$ cat src/rtl/stp_pkg.sv
package stp_pkg;
  localparam logic [31:0] LOCK_KEY      = 32'hC5AC_CE55;
  localparam logic [31:0] OFF_ENABLE    = 32'h0000_0E00;
  localparam logic [31:0] OFF_PRIV      = 32'h0000_0E40;
  localparam logic [31:0] OFF_CTRL      = 32'h0000_0E80;
  localparam logic [31:0] OFF_LOCKKEY   = 32'h0000_0FB0;
  localparam logic [31:0] OFF_LOCKSTAT  = 32'h0000_0FB4;
  localparam logic [31:0] CTRL_WMASK    = 32'h007F_0F1F;
  localparam int          CTRL_BUSY_BIT = 23;
  localparam int          CTRL_MEN_BIT  = 0;

  // strobes from control to datapath
  typedef struct packed {
    logic stimWe;
    logic enWe;
    logic privWe;
    logic ctrlWe;
  } strobe_t;
endpackage

$ cat src/rtl/stp_ctrl.sv
module stp_ctrl #(
  parameter int NUM_PORTS  = 32,
  parameter int GROUP_SIZE = 8,
  parameter int ADDR_W     = 12,
  parameter int DATA_W     = 32,
  localparam int PORT_W    = $clog2(NUM_PORTS),
  localparam int GRP_SHIFT = $clog2(GROUP_SIZE),
  localparam int NUM_GRPS  = NUM_PORTS / GROUP_SIZE,
  localparam int GRP_W     = PORT_W - GRP_SHIFT
) (
  input  logic                  clk,
  input  logic                  rstN,
  input  logic [ADDR_W-1:0]     busAddr,
  input  logic                  busWrite,
  input  logic [DATA_W-1:0]     busWdata,
  input  logic                  busPriv,
  input  logic                  masterEn,
  input  logic [NUM_PORTS-1:0]  enMask,
  input  logic [NUM_GRPS-1:0]   privMask,
  input  logic                  queueFull,
  output stp_pkg::strobe_t      strobes,
  output logic [PORT_W-1:0]     portIdx,
  output logic                  locked,
  output logic                  busWait
);
  import stp_pkg::*;

  localparam logic [ADDR_W-1:0] STIM_SPAN = ADDR_W'(NUM_PORTS * 4);
  localparam logic [ADDR_W-1:0] A_ENABLE  = ADDR_W'(OFF_ENABLE);
  localparam logic [ADDR_W-1:0] A_PRIV    = ADDR_W'(OFF_PRIV);
  localparam logic [ADDR_W-1:0] A_CTRL    = ADDR_W'(OFF_CTRL);
  localparam logic [ADDR_W-1:0] A_LOCKKEY = ADDR_W'(OFF_LOCKKEY);

  logic             isStim;
  logic [GRP_W-1:0] groupIdx;
  logic             privBlock;
  logic             stimPass;
  logic             open;
  logic             keyWrite;

  assign isStim    = busAddr < STIM_SPAN;
  assign portIdx   = busAddr[PORT_W+1:2];
  assign groupIdx  = portIdx[PORT_W-1:GRP_SHIFT];
  assign privBlock = privMask[groupIdx] && !busPriv;
  assign open      = busWrite && !locked;
  assign keyWrite  = busWrite && (busAddr == A_LOCKKEY);

  // full gate stack for a stimulus write, independent of queue space
  assign stimPass = open && isStim && masterEn && enMask[portIdx] && !privBlock;

  assign busWait         = stimPass && queueFull;
  assign strobes.stimWe  = stimPass && !queueFull;
  assign strobes.enWe    = open && masterEn && (busAddr == A_ENABLE);
  assign strobes.privWe  = open && (busAddr == A_PRIV);
  assign strobes.ctrlWe  = open && (busAddr == A_CTRL);

  always_ff @(posedge clk or negedge rstN) begin
    if (!rstN)         locked <= 1'b1;
    else if (keyWrite) locked <= (busWdata != DATA_W'(LOCK_KEY));
  end

  assert_locked_blocks_R3: assert property (@(posedge clk) disable iff (!rstN)
    locked |-> !(strobes.stimWe || strobes.enWe || strobes.privWe || strobes.ctrlWe));

  assert_key_unlocks_R2: assert property (@(posedge clk) disable iff (!rstN)
    (keyWrite && busWdata == DATA_W'(LOCK_KEY)) |=> !locked);

  assert_bad_key_locks_R2: assert property (@(posedge clk) disable iff (!rstN)
    (keyWrite && busWdata != DATA_W'(LOCK_KEY)) |=> locked);

  assert_priv_gate_R7: assert property (@(posedge clk) disable iff (!rstN)
    (strobes.stimWe && !busPriv) |-> !privMask[groupIdx]);

  assert_wait_needs_full_R10: assert property (@(posedge clk) disable iff (!rstN)
    busWait |-> (queueFull && !strobes.stimWe));
endmodule

$ cat src/rtl/stp_dpath.sv
module stp_dpath #(
  parameter int NUM_PORTS   = 32,
  parameter int GROUP_SIZE  = 8,
  parameter int ADDR_W      = 12,
  parameter int DATA_W      = 32,
  parameter int QUEUE_DEPTH = 4,
  localparam int PORT_W     = $clog2(NUM_PORTS),
  localparam int NUM_GRPS   = NUM_PORTS / GROUP_SIZE,
  localparam int PTR_W      = $clog2(QUEUE_DEPTH),
  localparam int CNT_W      = PTR_W + 1
) (
  input  logic                  clk,
  input  logic                  rstN,
  input  stp_pkg::strobe_t      strobes,
  input  logic [PORT_W-1:0]     portIdx,
  input  logic [ADDR_W-1:0]     busAddr,
  input  logic                  busRead,
  input  logic [DATA_W-1:0]     busWdata,
  input  logic                  locked,
  input  logic                  outReady,
  output logic                  masterEn,
  output logic [NUM_PORTS-1:0]  enMask,
  output logic [NUM_GRPS-1:0]   privMask,
  output logic                  queueFull,
  output logic [DATA_W-1:0]     busRdata,
  output logic                  outValid,
  output logic [PORT_W-1:0]     outPort,
  output logic [DATA_W-1:0]     outData
);
  import stp_pkg::*;

  localparam logic [ADDR_W-1:0] STIM_SPAN  = ADDR_W'(NUM_PORTS * 4);
  localparam logic [ADDR_W-1:0] A_ENABLE   = ADDR_W'(OFF_ENABLE);
  localparam logic [ADDR_W-1:0] A_PRIV     = ADDR_W'(OFF_PRIV);
  localparam logic [ADDR_W-1:0] A_CTRL     = ADDR_W'(OFF_CTRL);
  localparam logic [ADDR_W-1:0] A_LOCKSTAT = ADDR_W'(OFF_LOCKSTAT);

  logic [DATA_W-1:0] ctrlReg;
  logic [DATA_W-1:0] stimLast [NUM_PORTS];
  logic [PORT_W-1:0] memPort  [QUEUE_DEPTH];
  logic [DATA_W-1:0] memData  [QUEUE_DEPTH];
  logic [PTR_W-1:0]  wrPtr, rdPtr;
  logic [CNT_W-1:0]  count;
  logic              push, pop;

  // configuration registers
  always_ff @(posedge clk or negedge rstN) begin
    if (!rstN) begin
      ctrlReg  <= '0;
      enMask   <= '0;
      privMask <= '0;
    end else begin
      if (strobes.ctrlWe) ctrlReg  <= busWdata & DATA_W'(CTRL_WMASK);
      if (strobes.enWe)   enMask   <= busWdata[NUM_PORTS-1:0];
      if (strobes.privWe) privMask <= busWdata[NUM_GRPS-1:0];
    end
  end

  assign masterEn = ctrlReg[CTRL_MEN_BIT];

  // last accepted word per port
  for (genvar p = 0; p < NUM_PORTS; p++) begin : g_stim
    always_ff @(posedge clk or negedge rstN) begin
      if (!rstN)                                       stimLast[p] <= '0;
      else if (strobes.stimWe && portIdx == PORT_W'(p)) stimLast[p] <= busWdata;
    end
  end

  // output queue
  assign push      = strobes.stimWe;
  assign outValid  = count != '0;
  assign pop       = outValid && outReady;
  assign queueFull = count == CNT_W'(QUEUE_DEPTH);
  assign outPort   = memPort[rdPtr];
  assign outData   = memData[rdPtr];

  always_ff @(posedge clk) begin
    if (push) begin
      memPort[wrPtr] <= portIdx;
      memData[wrPtr] <= busWdata;
    end
  end

  always_ff @(posedge clk or negedge rstN) begin
    if (!rstN) begin
      wrPtr <= '0;
      rdPtr <= '0;
      count <= '0;
    end else begin
      if (push) wrPtr <= wrPtr + 1'b1;
      if (pop)  rdPtr <= rdPtr + 1'b1;
      case ({push, pop})
        2'b10:   count <= count + 1'b1;
        2'b01:   count <= count - 1'b1;
        default: count <= count;
      endcase
    end
  end

  // read mux
  always_comb begin
    busRdata = '0;
    if (busRead) begin
      if (busAddr < STIM_SPAN)          busRdata = stimLast[portIdx];
      else if (busAddr == A_ENABLE)     busRdata = DATA_W'(enMask);
      else if (busAddr == A_PRIV)       busRdata = DATA_W'(privMask);
      else if (busAddr == A_CTRL) begin
        busRdata = ctrlReg;
        busRdata[CTRL_BUSY_BIT] = outValid;
      end
      else if (busAddr == A_LOCKSTAT)   busRdata = DATA_W'({1'b0, locked, 1'b1});
    end
  end

  assert_no_push_full_R10: assert property (@(posedge clk) disable iff (!rstN)
    push |-> !queueFull);

  assert_head_hold_R11: assert property (@(posedge clk) disable iff (!rstN)
    (outValid && !outReady) |=> (outValid && $stable(outPort) && $stable(outData)));

  assert_valid_from_push_R9: assert property (@(posedge clk) disable iff (!rstN)
    $rose(outValid) |-> $past(push));

  assert_lockstat_R2: assert property (@(posedge clk) disable iff (!rstN)
    (busRead && busAddr == A_LOCKSTAT) |-> (busRdata[0] && !busRdata[2]));
endmodule

$ cat src/rtl/stim_trace_regs.sv
module stim_trace_regs #(
  parameter int NUM_PORTS   = 32,
  parameter int GROUP_SIZE  = 8,
  parameter int ADDR_W      = 12,
  parameter int DATA_W      = 32,
  parameter int QUEUE_DEPTH = 4,
  localparam int PORT_W     = $clog2(NUM_PORTS),
  localparam int NUM_GRPS   = NUM_PORTS / GROUP_SIZE
) (
  input  logic              clk,
  input  logic              rstN,
  input  logic [ADDR_W-1:0] busAddr,
  input  logic              busWrite,
  input  logic              busRead,
  input  logic [DATA_W-1:0] busWdata,
  input  logic              busPriv,
  output logic [DATA_W-1:0] busRdata,
  output logic              busWait,
  output logic              outValid,
  input  logic              outReady,
  output logic [PORT_W-1:0] outPort,
  output logic [DATA_W-1:0] outData
);
  stp_pkg::strobe_t     strobes;
  logic [PORT_W-1:0]    portIdx;
  logic                 locked;
  logic                 masterEn;
  logic [NUM_PORTS-1:0] enMask;
  logic [NUM_GRPS-1:0]  privMask;
  logic                 queueFull;

  stp_ctrl #(
    .NUM_PORTS(NUM_PORTS), .GROUP_SIZE(GROUP_SIZE),
    .ADDR_W(ADDR_W), .DATA_W(DATA_W)
  ) ctrl_i (
    .clk(clk), .rstN(rstN), .busAddr(busAddr), .busWrite(busWrite),
    .busWdata(busWdata), .busPriv(busPriv), .masterEn(masterEn),
    .enMask(enMask), .privMask(privMask), .queueFull(queueFull),
    .strobes(strobes), .portIdx(portIdx), .locked(locked), .busWait(busWait)
  );

  stp_dpath #(
    .NUM_PORTS(NUM_PORTS), .GROUP_SIZE(GROUP_SIZE), .ADDR_W(ADDR_W),
    .DATA_W(DATA_W), .QUEUE_DEPTH(QUEUE_DEPTH)
  ) dpath_i (
    .clk(clk), .rstN(rstN), .strobes(strobes), .portIdx(portIdx),
    .busAddr(busAddr), .busRead(busRead), .busWdata(busWdata),
    .locked(locked), .outReady(outReady), .masterEn(masterEn),
    .enMask(enMask), .privMask(privMask), .queueFull(queueFull),
    .busRdata(busRdata), .outValid(outValid), .outPort(outPort),
    .outData(outData)
  );
endmodule

$ cat config.mk
export PLATFORM = sky130hd
export DESIGN_NAME = stim_trace_regs
export DESIGN_NICKNAME = d
export VERILOG_FILES = /design/src/rtl/stp_pkg.sv /design/src/rtl/stp_ctrl.sv /design/src/rtl/stp_dpath.sv /design/src/rtl/stim_trace_regs.sv
export SDC_FILE = /design/constraint.sdc
export NUM_CORES = 2
export LEC_CHECK = 0
export CELL_PAD_IN_SITES_DETAIL_PLACEMENT = 1
export CELL_PAD_IN_SITES_GLOBAL_PLACEMENT = 2
export CORE_MARGIN = 3
export CORE_UTILIZATION = 42
export DETAILED_ROUTE_END_ITERATION = 16
export MAX_ROUTING_LAYER = met4
export PLACE_DENSITY = 0.79
export SYNTH_ARGS = -nofsm -noshare
export SYNTH_HDL_FRONTEND = slang
export SYNTH_HIERARCHICAL = 1
export SYNTH_SLANG_ARGS = --single-unit
$ cat constraint.sdc
create_clock -name clk -period 3 [get_ports clk]
set_input_delay 0.6 -clock clk [delete_from_list [all_inputs] [get_ports clk]]
set_output_delay 0.6 -clock clk [all_outputs]
set_load 0.005 [all_outputs]
# --- Word level (Yosys, flattened, before mapping) ---
# Memory sizes are Yosys's and may differ from the RTL's.
# Index checks and enable logic that the tools add are counted.
word_totals:
  register_bits: 1084
  ramBits: 148
  output_inout_bits: 71
  wordCells: 159
  n_memories: 2
op_classes:
  add_sub_neg: 4
  magnitude_cmp: 4
  n_eq_ne: 40
  mux: 16
  bitwise_logic: 1
  n_reduce_logical: 53
memory_table:
  columns: ["name", "words", "width", "read_ports", "rd_clocked_by_memory_dff", "write_ports", "line", "text"]
  rows:
  - ["dpath_i.memData", 4, 32, 1, 0, 1, "stp_dpath.sv:41", "logic [DATA_W-1:0] memData [QUEUE_DEPTH];"]
  - ["dpath_i.memPort", 4, 5, 1, 0, 1, "stp_dpath.sv:40", "logic [PORT_W-1:0] memPort [QUEUE_DEPTH];"]
op_table:
  columns: ["operator", "count"]
  rows:
  - ["$mux W32", 7]
  - ["$bmux W32 S5", 1]
  - ["$eq A5 B5 Y1 const B", 16]
  - ["$eq A12 B12 Y1 const B", 5]
  - ["$logic_and A1 B1 Y1", 46]
  - ["$eq A5 B4 Y1 const B", 8]
  - ["$ne A32 B32 Y1 const B", 1]
  - ["$eq A5 B3 Y1 const B", 4]
  - ["$lt A12 B8 Y1 const B", 1]
  - ["$eq A5 B2 Y1 const B", 2]
  - ["$ge A6 B6 Y1 const B", 1]
  - ["$lt A5 B6 Y1 const B", 1]
  - ["$not A5 Y6", 1]
  - ["$pmux W3 S2", 1]
  - ["$bmux W1 S5", 1]
  - ["$eq A5 B1 Y1 const B", 1]
  - ["$logic_not A5 Y1", 1]
  - ["$add A2 B1 Y2 const B", 2]
  - ["$logic_not A1 Y1", 4]
  - ["$mux W1", 4]
  - ["$add A3 B1 Y3 const B", 1]
  - ["$eq A3 B3 Y1 const B", 1]
  - ["$lt A2 B3 Y1 const B", 1]
  - ["$reduce_bool A3 Y1", 1]
  - ["other kinds (6)", 6]

# --- Longest topological paths before layout ---
depth:
  depth_word: 9
  ltp_mapped: 12
  mapped_depth_nobuf: 11

# --- By module ---
# Netlist, hierarchy kept.
modules_own_cells:
  columns: ["mod", "n_inst", "cells_each", "area_each_um2", "seq_area_each_um2"]
  rows:
  - ["stp_dpath", 1, 3426, 54701.2, 31545.3]
  - ["stp_ctrl", 1, 63, 624.3, 26.3]

# --- Least setup slack after synthesis ---
# Ideal clock, no wire load.
synth_path:
  path_type: "input to register"
  start: "input port busAddr[4]"
  end: "memory dpath_i.memData[2][0], enable pin"
  t_arrival_ns: 3.236
  required_time_ns: 2.602
  path_slack_ns: -0.634
  cell_stages: 7
  path_buffers: 2
  cell_sequence: "buf_6 and2_1 a221oi_1 a221oi_2 a2111oi_0 clkbuf_1 and2_1"
synth_rtl:
  columns: ["element", "line", "text"]
  rows:
  - ["from (decl)", "stim_trace_regs.sv:12", "input logic [ADDR_W-1:0] busAddr,"]
  - ["to (decl)", "stp_dpath.sv:41", null]

# --- Final worst setup path ---
layout_path:
  start: "input port busAddr[2]"
  end: "output port busRdata[0]"
layout_between:
  elab_chain_len: 7
layout_lines:
  columns: ["element", "line", "text"]
  rows:
  - ["parallel branches: the longest is 5 deep, another holds $bmux W32 S5", null, null]
  - ["$mux W32 *", "stp_dpath.sv:104", "if (busAddr < STIM_SPAN) busRdata = stimLast[portIdx];"]
  - ["$mux W32 *", "stp_dpath.sv:103", "if (busRead) begin"]
  - ["to (decl)", "stim_trace_regs.sv:17", "output logic [DATA_W-1:0] busRdata,"]
# Every way passes the cells marked *. The select of a mux whose other input is x is not followed.

==> results.tsv <==
stage	metric	value	unit
outcome	outcome	complete, but fails checks	
outcome	violations	negative setup slack	
global_routing	grt_util_all_layers	28.4	%
clock_tree	numCtsBuffers	132	
global_routing	grt_max_degree	84	
critical_path	crit_buf_inv	5	
critical_path	critical_path_peak_fanout	8	
route	drc_errors	0	
layout	regArea	31600	sq um
critical_path	crit_path_max_incr_delay	0.58	ns
power_and_ir_drop	intPower	28300	uW
critical_path	path_cells	buf_16 > buf_12 > or4_4 > buf_4 > nor2_2 > buf_4 > o21ai_0 > o21ai_0 > a21o_1 > o311a_1 > buf_2	
layout	multi_input_area	23600	sq um
critical_path	start_kind	primary input	
clock_tree	cts_tree	yes	
sta	setup-violations-final	993	
layout	final_nets	4045	
die	rows	132	
clock_tree	clock_sinks	1232	
critical_path	cp.arrival	2.68	ns
synthesis	synth_top_flop_cell	dfrtp_1	
synthesis	synth_warnings	6	
die	start_util	42.5	%
sta	finalHoldViolCount	0	
sta	rsz0062_at_grt	yes	
place	dp_worst_setup_slack	-1.55	ns
sta	period_minus_slack	3.28	ns
place	placed_cell_area	62800	sq um
clock_tree	insertion_delay	0.77	ns
critical_path	critPathCaptureType	primary output	
sta	drv_slew	0	
power_and_ir_drop	pwr-share-seq	45.8	%
sta	hold_ws	0.126	ns
route	via_per_inst	6.00	
min_path	min_from	busAddr[6]	
route	drt-total-wl	187000	um
power_and_ir_drop	power.leakage	0.0328	uW
critical_path	critPathLaunch	busAddr[2]	
sta	relSlewSlack	9.83	%
route	wire_per_inst	32.1	um
critical_path	critPathKind	in2out	
synthesis	synth_area_leader_cell	dfrtp_1	
place	port_buffers	120	
global_routing	grt_pass1_wl	275000	um
sta	worstMarginPinSlew	1.35	ns
synthesis	synth_area_per_cell	15.9	sq um
layout	fillCellCount	12100	
clock_tree	htreeDepth	4	
critical_path	cp.required	2.40	ns
clock_tree	clk_pin_slew	0.06	ns
power_and_ir_drop	vdd_drop_max	469	uV
power_and_ir_drop	power_switching	8830	uW
global_routing	grt_pass1_vias	37900	
clock_tree	cts-root-buf	clkbuf_16	
layout	drive_gt1_share	56.3	%
synthesis	synth.area.top_cells	dfrtp_1 (49%), mux2_2 (22%), mux4_2 (10%), edfxtp_1 (8.0%), mux2i_1 (2.0%)	
sta	setup_slack	-0.284	ns
synthesis	ys_types	83	
route	vias	35000	
route	ant_nets	0	
min_path	hp-class	in2reg	
critical_path	crit_family	buffers and inverters	
critical_path	slowest_stage	or4_4	
sta	tns	-101.57	ns
synthesis	syn_inst	3489	
global_routing	overflow	0	
global_routing	antenna_found_initial	7	
power_and_ir_drop	powerDensity	532	nW/um^2
synthesis	ys_seq_area_share	57.1	%
die	die_w	369	um
job	drv_cap	0	
synthesis	async_reset_ff_share	88.0	%
synthesis	synth_edf_count	148	
die	fp.dieArea	136000	sq um
power_and_ir_drop	pwr-share-clk	44.6	%
place	place.gp.congestion	0.816	
place	hpwl	117000	um
power_and_ir_drop	p_comb_share	9.5	%
synthesis	synth-seq-cells	1232	
power_and_ir_drop	switching_share	23.8	%
route	first_pass_iters	7	
critical_path	reg2reg_from	dpath_i/enMask[31]	
layout	final_common_cell	dfrtp_1	
die	die_h	369	um
die	num_io_pins	121	
clock_tree	clockBufferDepth	3	
synthesis	netlist.area_leader.share	49.0	%
sta	fin_crit_sh	109	%
sta	clock_skew	0.0288	ns
layout	postLayoutCellArea	69800	sq um
synthesis	synth_nets	3545	
sta	max_freq	304	MHz
synthesis	syn_area	55300	sq um
route	drtIter0Drc	3148	
die	core	130000	sq um
layout	layout_common_cells	dfrtp_1 (1081), mux2_2 (945), buf_4 (346)	
layout	area.growth.synth_to_final	26.1	%
## repair_timing
action,CTS,global route
setup endpoints to repair,1009,1079
pin swaps,75,51
setup buffers,75,27
hold buffers,1,0
endpoints found under the hold margin,29,0
gates cloned,16,1
resized for setup,454,143
## metrics by stage
stage	utilization, %	std cells	power, uW
6_report	53.6	5831	37100
5_1_grt	53.6	5829	38400
4_1_cts	53.1	5810	37300
3_5_place_dp	48.3	5501	20800
3_3_place_gp	48.3	5501	20800
2_1_floorplan	-	3489	18800
## state kept, by name, summed over array words and instances, names as in the netlist
register	flops
dpath_i/rdPtr	2
dpath_i/enMask	32
dpath_i/wrPtr	2
dpath_i/memData	128
dpath_i/stimLast	1024
dpath_i/ctrlReg	16
dpath_i/privMask	4
ctrl_i/locked	1
dpath_i/memPort	20
dpath_i/count	3
## cell families (layout without fill, tap and decap cells)
| group | after synthesis | after routing | share of synthesized area (%) |
|---|---|---|---|
| DFF | 1232 | 1232 | 57.1 |
| AOI/OAI and AO/OA | 237 | 237 | 3.21 |
| muxes | 1440 | 1440 | 34.1 |
| adders and majority gates | 6 | 6 | 0.149 |
| buffers and inverters | 339 | 935 | 3.11 |
| and+or+nand+nor | 229 | 229 | 2.22 |
| other | 0 | 4 | 0 |
| xor gates and xnor gates | 6 | 6 | 0.0950 |
## power by group through the flow
stage               logic (uW)  clock network (uW)  registers [uW]
floorplan                 1500                   0           17300
global placement          3450                   0           17300
detailed placement        3500                   0           17300
CTS                       3490               16800           17000
global route              3750               17600           17000
finish                    3540               16600           17000
## cells in the mapped netlist (10+ instances only)
master / instances
o211ai_1: 10
mux2_2: 1059
inv_1: 11
o21ai_0: 19
nand2_1: 82
a32o_1: 15
nor2b_1: 12
a22oi_1: 45
o22ai_1: 23
clkbuf_1: 127
mux2_1: 23
buf_4: 45
and2_1: 10
buf_6: 13
dfrtp_1: 1083
a22o_1: 13
edfxtp_1: 148
a211oi_1: 13
nor2_1: 43
o221ai_1: 22
a21oi_1: 29
mux2i_1: 109
buf_1: 12
mux4_2: 247
buf_2: 128
nand3_1: 14
## final timing paths
path,endpoint,slack [ns],depth (start not counted)
setup / recovery,busRdata[0],-0.28,11
hold / removal,dpath_i/memPort[0][4],0.13,1
min in group asynchronous,dpath_i/stimLast[163],0.41,2
setup reg to reg,dpath_i/stimLast[844],-0.28,15
max in group asynchronous,dpath_i/stimLast[793],1.56,4
hold reg to reg,dpath_i/stimLast[389],0.48,1
## area by class of cell
cell class	count	area share [%]
clock inverter	35	0.656
multi-input combinational	1918	33.8
sequential	1232	45.2
antenna	4	0.0143
inverter	12	0.0699
timing repair buffer	693	11.5
tap	1742	3.12
clock buffer	195	5.57
## layer usage
metal	routed length, um	vias to the layer above	global-route usage [%]
li1	-	14200	-
met1	77800	19300	36.3
met2	92600	1173	46.2
met3	10100	357	4.49
met4	6910	0	10.3
met5	0	-	-
(Power assumes the default switching activity.)
